===== src/rtl/mem_mapper.sv =====
module mem_mapper #(
  parameter int PAGE_W = 3
) (
  input  logic [15:0]       addr,
  input  logic              mreq_n,
  input  logic              rfsh_n,
  input  logic              rd_n,
  input  logic              wr_n,
  input  logic              shadow_on,
  input  logic [PAGE_W-1:0] disk_page,
  input  logic              disk_ram_en,
  input  logic              disk_wp_port,
  input  logic              disk_wp_sw,
  output logic              rom_cs_n,
  output logic              rom_oe_n,
  output logic              ram_cs_n,
  output logic              ram_we_n,
  output logic              disk_cs_n,
  output logic              disk_we_n,
  output logic [PAGE_W-1:0] disk_addr_hi
);

  logic [2:0] seg;
  logic       en, in_boot, in_low_ram, in_swap, in_ext, in_win;
  logic       rom_hit, ram_hit, disk_hit;

  assign seg        = addr[15:13];
  assign en         = ~mreq_n | ~rfsh_n;
  assign in_boot    = (seg == 3'd0);
  assign in_low_ram = (seg == 3'd1) | (seg == 3'd2) | (seg == 3'd3);
  assign in_swap    = (seg == 3'd4);
  assign in_ext     = (seg == 3'd5);
  assign in_win     = (seg[2:1] == 2'b11);

  assign rom_hit  = en & ((in_boot & ~shadow_on) | (in_swap & shadow_on) |
                          in_ext | (in_win & ~disk_ram_en));
  assign ram_hit  = en & ((in_boot & shadow_on) | in_low_ram |
                          (in_swap & ~shadow_on));
  assign disk_hit = en & in_win & disk_ram_en;

  assign rom_cs_n  = ~rom_hit;
  assign rom_oe_n  = ~(rom_hit & (~rd_n | ~rfsh_n));
  assign ram_cs_n  = ~ram_hit;
  assign ram_we_n  = ~(ram_hit & ~wr_n & ~(shadow_on & in_boot));
  assign disk_cs_n = ~disk_hit;
  assign disk_we_n = ~(disk_hit & ~wr_n & ~disk_wp_port & ~disk_wp_sw);
  assign disk_addr_hi = disk_page;

endmodule


===== config.mk =====
export PLATFORM = sky130hd
export DESIGN_NAME = mem_mapper
export DESIGN_NICKNAME = d
export VERILOG_FILES = /design/src/rtl/mem_mapper.sv
export SDC_FILE = /design/constraint.sdc
export NUM_CORES = 1
export LEC_CHECK = 0
export BUFFER_PORTS_ARGS = -buffer_cell sky130_fd_sc_hd__buf_2
export CAP_MARGIN = 0
export CORE_AREA = 5 5 42 44
export DETAILED_ROUTE_END_ITERATION = 12
export DIE_AREA = 0 0 47 49
export PLACE_DENSITY_LB_ADDON = 0.15
export SLEW_MARGIN = 20
export SYNTH_ARGS = -nofsm -noshare
export SYNTH_HDL_FRONTEND = slang
export SYNTH_SLANG_ARGS = --single-unit

===== constraint.sdc =====
create_clock -name vclk -period 2.2
set_input_delay 0.44 -clock vclk [all_inputs]
set_output_delay 0.44 -clock vclk [all_outputs]
set_load 0.05 [all_outputs]

# After elaboration in Yosys (flattened, before gate mapping)
# Cells that the tools add are included.
dict set report classes {
  n_eq_ne 6
  bitwise 39
  n_reduce_logical 1
}
# op n
set ops {}
lappend ops {{$and A1 B1 Y1} 15}
lappend ops {{$not A1 Y1} 15}
lappend ops {{$or A1 B1 Y1} 9}
lappend ops {{$eq A3 B2 Y1 const B} 2}
lappend ops {{$eq A3 B3 Y1 const B} 2}
lappend ops {{$eq A3 B1 Y1 const B} 1}
lappend ops {{$logic_not A3 Y1} 1}
lappend ops {{$eq A2 B2 Y1 const B} 1}
dict set report word_totals {
  ff_bits 0
  elab_cells 46
}

# Longest topological paths before layout
# Gate-level depths: netlist of the first run.
dict set report logic_depth {
  word_depth 9
  mapped_depth 3
}

# Worst setup path before layout of the first run
# OpenSTA, ideal clock, no wires.
dict set report synth_timing {
  path_type {input port to output port}
  from {in mreq_n}
  to {out disk_we_n}
  t_arrival_ps 1886
  required_ps 1760
  path_slack_ps -126
  path_stages 3
  path_buffers 0
  path_cell_list {nand2_1 -> nand4_1 -> or4_1}
}
dict set report synth_via {
  elab_chain_len 8
}
# item line
set synth_lines {}
lappend synth_lines {{start, declared} 5} ;# input logic mreq_n,
lappend synth_lines {{$not A1 Y1} 28} ;# assign en = ~mreq_n | ~rfsh_n;
lappend synth_lines {{$or A1 B1 Y1} 28}
lappend synth_lines {{$and A1 B1 Y1 (2 in a row)} 39} ;# assign disk_hit = en & in_win & disk_ram_en;
lappend synth_lines {{$and A1 B1 Y1 (3 in a row)} 46} ;# assign disk_we_n = ~(disk_hit & ~wr_n & ~disk_wp_port & ~disk_wp_sw);
lappend synth_lines {{$not A1 Y1} 46}
lappend synth_lines {{end, declared} 19} ;# output logic disk_we_n,
# No other way between the ends.

# Worst setup path in the final report of the first run
# Ends and elaborated chain as after synthesis.

==> out/qor.csv, run 1 <==
stage,metric,value,unit
final_layout,"most common cell after layout, fill and taps aside",buf_2,
global_route,vias in the first global route,194,
place,GP Congestion,0.704,
critical_path,WS Path Type,in -> out,
sta,min setup slack post-route,306,ps
final_layout,Filler cells,175,
route,vias,183,
power,Clock power frac,0,%
global_route,total track usage,4.42,%
final_layout,footprint of the multi-input gates,90.1,um^2
sta,transition time at the pin with the least slew margin,261,ps
sta,clock period minus worst slack,1890,ps
floorplanning,DIE WIDTH,47,um
power,Max VDD drop,0.0000589,V
route,antenna-violating nets left,0,
sta,Final Hold Viols,0,
place,number of buffers added on ports,17,
final_layout,clock buffers,0,
final_layout,nets@finish,61,
critical_path,worst path arrival time,1450,ps
cts,postcts setup bufs,0,
final_layout,most frequent cells in the layout,"buf_2, o21ai_0, nand2_1, nand4_1",
critical_path,worst path required time,1760,ps
yosys,post-synthesis cell area,113,um^2
floorplanning,Die H,49,um
yosys,top-area cell type share of the netlist area,20.0,%
power,Pleak,0.0883,nW
sta,final setup violation count,0,
global_route,largest net degree at the start of global routing,5,
cts,CTS hold repair buffers,0,
critical_path,critical path's top delay family,simple AND/OR/NAND/NOR gates,
floorplanning,Die Area,2300,um^2
power,Cell Int Power,16.7,uW
route,DR vias/cell,3.81,
critical_path,CP Buf/Inv Count,2,
sta,Tcrit/Tclk final,86.1,%
global_route,Overflow after GRT,0,
hold_path,Min-Delay Path Class,in -> out,
route,final WL,509,um
yosys,syn nets,45,
critical_path,Worst setup EP type,output port,
critical_path,crit path max fanout,3,
floorplanning,Initial Utilization,8.04,%
sta,Slew headroom,82.4,%
power,Sw Ratio,69.9,%
critical_path,CP Cell Sequence,buf_2 -> nand2_1 -> nand4_1 -> or4_4 -> buf_2,
sta,setup_tns,0,ps
place,pre-CTS setup slack,290,ps
run_status,status,"complete, no violations",
yosys,Cell variety after synth,9,
yosys,Post-Synthesis Cells,18,
floorplanning,Core Box Area,1400,um^2
yosys,Synthesis Warnings,0,
final_layout,sequential cell area,0,um^2
floorplanning,Top Ports,36,
route,DR WL/cell,10.6,um
sta,RSZ-0062 raised after global routing,no,
yosys,Area contributors post-synth,"buf_4, o21ai_0, nand4_1, nand2_1, a221o_1",
final_layout,share of cells above drive strength 1,59.4,%
global_route,first-pass GRT wire length,821,um
cts,# resized after CTS,0,
floorplanning,Site Rows,14,
final_layout,Area Growth Syn to Fin,76.7,%
power,Pwr Density,278,nW/um^2
final_layout,sequential cells,0,
final_layout,# diodes,0,
yosys,syn_area_per_cell,6.26,um^2
yosys,sequential-to-total area share from yosys stat,0,%
power,combinational share of power,100.0,%
critical_path,Startpoint Class,primary input,
route,1st-iter DRT viols,0,
power,sequential power share,0,%
critical_path,CP max stage cell,or4_4,
run,Max Cap Violations,0,
global_route,antenna violations before repair,0,
power,switching component of the power,38.7,uW
route,DRC,0,
critical_path,slowest cell delay on critical path,420,ps
route,Initial DRT Pass Iterations,1,
sta,pins over their slew limit,0,
yosys,cell accounting for the most synthesized area,buf_4,
critical_path,critical path's most frequent cell,buf_2,
power,Tot Pwr,55.4,uW
sta,fmax,528,MHz
[power groups by stage]
stage | Clock, mW | Sequential [mW] | Combinational (mW)
after floorplan | 0 | 0 | 0.0490
after global placement | 0 | 0 | 0.0561
after detailed placement | 0 | 0 | 0.0558
after CTS | 0 | 0 | 0.0559
after global routing | 0 | 0 | 0.0595
final | 0 | 0 | 0.0554
[worst paths after layout]
| path | slack [ps] | depth (start not counted) | from | endpoint |
|---|---|---|---|---|
| setup / recovery | 310 | 5 | mreq_n | disk_we_n |
| hold / removal | 880 | 0 | disk_page[2] | disk_addr_hi[2] |
[synth_stat cells]
library cell  number
o21ai_0            4
buf_4              3
nand2_1            3
nand4_1            3
a221o_1            1
inv_1              1
nor3_2             1
or4_1              1
xnor2_1            1
[area by class of cell]
type	instances	share of cell area [%]
inverters	1	1.89
well taps	16	10.1
multi-input cells	14	45.3
repair buffers	17	42.8
[cell families after synthesis]
family | after synthesis | synth area share [%]
buf+inv | 4 | 23.3
xor+xnor | 1 | 7.78
simple gates | 8 | 42.2
compound gates | 5 | 26.7
[routing by layer]
layer / up-vias / global-route usage, % / wire length (um)
met5: - / 0 / 0
met2: 18 / 5.43 / 127
met1: 71 / 7.83 / 253
met3: 0 / 0.738 / 128
li1: 94 / - / -
met4: 0 / 0.461 / 0
[per-stage QoR]
stage	instance area, um^2	util, %	hold slack (ps)	std cells
after CTS	199	14.2	880	48
final	199	14.2	880	48
after global placement	199	14.2	880	48
after detailed placement	199	14.2	880	48
after global routing	199	14.2	880	48
after floorplan	116	-	1050	18
Power figures use the tool's default switching activity.
==> inputs of run 2 (changes only) <==
--- a/config.mk
+++ b/config.mk
@@ -11,6 +11,7 @@
 export DETAILED_ROUTE_END_ITERATION = 12
 export DIE_AREA = 0 0 47 49
 export PLACE_DENSITY_LB_ADDON = 0.15
+export RECOVER_POWER = 50
 export SLEW_MARGIN = 20
 export SYNTH_ARGS = -nofsm -noshare
 export SYNTH_HDL_FRONTEND = slang
==> run 2 against run 1 <==
Effect of this change: worst hold slack stayed put; via count unchanged; largest cell class unchanged; setup slack lost 5.9 ps; final area down 0.63%.
==> out/qor.csv, run 2 (synthesized netlist as in run 1, its figures left out) <==
stage,metric,value,unit
final_layout,clock buffers,0,
global_route,antenna violations before repair,0,
final_layout,"Design Area, Final",198,um^2
floorplanning,Site Rows,14,
global_route,total track usage,4.42,%
run,Max Cap Violations,0,
final_layout,nets@finish,61,
sta,setup_tns,0,ps
final_layout,"most common cell after layout, fill and taps aside",buf_2,
sta,transition time at the pin with the least slew margin,590,ps
route,DR WL/cell,10.6,um
floorplanning,Die H,49,um
power,Pleak,0.0869,nW
route,vias,183,
floorplanning,Top Ports,36,
critical_path,critical path's most frequent cell,buf_2,
power,Pwr Density,279,nW/um^2
sta,fmax,526,MHz
critical_path,slowest cell delay on critical path,420,ps
critical_path,WS Path Type,in -> out,
critical_path,crit path max fanout,3,
route,DRC,0,
cts,# resized after CTS,0,
final_layout,sequential cells,0,
hold_path,Min-Delay Path Class,in -> out,
global_route,largest net degree at the start of global routing,5,
final_layout,share of cells above drive strength 1,56.3,%
cts,CTS hold repair buffers,0,
floorplanning,Initial Utilization,8.04,%
sta,Slew headroom,60.8,%
sta,final setup violation count,0,
sta,RSZ-0062 raised after global routing,no,
final_layout,# diodes,0,
cts,postcts setup bufs,0,
sta,Final Hold Viols,0,
critical_path,CP max stage cell,or4_4,
final_layout,sequential cell area,0,um^2
floorplanning,DIE WIDTH,47,um
critical_path,worst path arrival time,1460,ps
route,DR vias/cell,3.81,
critical_path,Worst setup EP type,output port,
global_route,Overflow after GRT,0,
floorplanning,Core Box Area,1400,um^2
sta,clock period minus worst slack,1900,ps
critical_path,worst path required time,1760,ps
sta,Tcrit/Tclk final,86.3,%
final_layout,Layout Utilization,14.1,%
global_route,first-pass GRT wire length,821,um
run_status,status,"complete, no violations",
route,final WL,511,um
critical_path,Startpoint Class,primary input,
floorplanning,Die Area,2300,um^2
final_layout,Area Growth Syn to Fin,75.6,%
power,Max VDD drop,0.0000590,V
place,GP Congestion,0.704,
route,1st-iter DRT viols,0,
route,Initial DRT Pass Iterations,1,
sta,final hold slack,880,ps
power,Tot Pwr,55.2,uW
critical_path,CP Cell Sequence,buf_2 -> nand2_1 -> nand4_1 -> or4_4 -> buf_2,
global_route,vias in the first global route,194,
sta,pins over their slew limit,0,
place,"Cell Area, Placed",199,um^2
place,number of buffers added on ports,17,
final_layout,most frequent cells in the layout,"buf_2, o21ai_0, nand2_1, nand4_1",
route,antenna-violating nets left,0,
## run 2: worst paths after layout
kind	startpoint	to	slack, ps	cells past startpoint
max	mreq_n	disk_we_n	300	5
min	disk_page[2]	disk_addr_hi[2]	880	0
## run 2: area by class of cell
| class | instances | area [um^2] |
|---|---|---|
| fillers | 176 | 1200 |
| well taps | 16 | 20.0 |
| multi-input cells | 14 | 90.1 |
| repair buffers | 17 | 83.8 |
| inverters | 1 | 3.75 |
## run 2: layer usage
| metal | wire (um) | GRT usage (%) |
|---|---|---|
| met1 | 254 | 7.83 |
| met3 | 129 | 0.738 |
| met2 | 127 | 5.43 |
| met4 | 0 | 0.461 |
| met5 | 0 | 0 |
## run 2: metrics by stage
step	cells	setup slack, ps
after CTS	48	289
after global placement	48	318
after global routing	48	249
final	48	300
after floorplan	18	0.816
after detailed placement	48	290
## run 2: where the power goes
group / switching (mW) / internal, mW
sequential: 0 / 0
clock: 0 / 0
combinational: 0.0387 / 0.0165
## run 2: worst max-delay path: cells and delay by family
kind,cells,cell delay (ps)
and+or+nand+nor,3,680
buffers and inverters,2,330
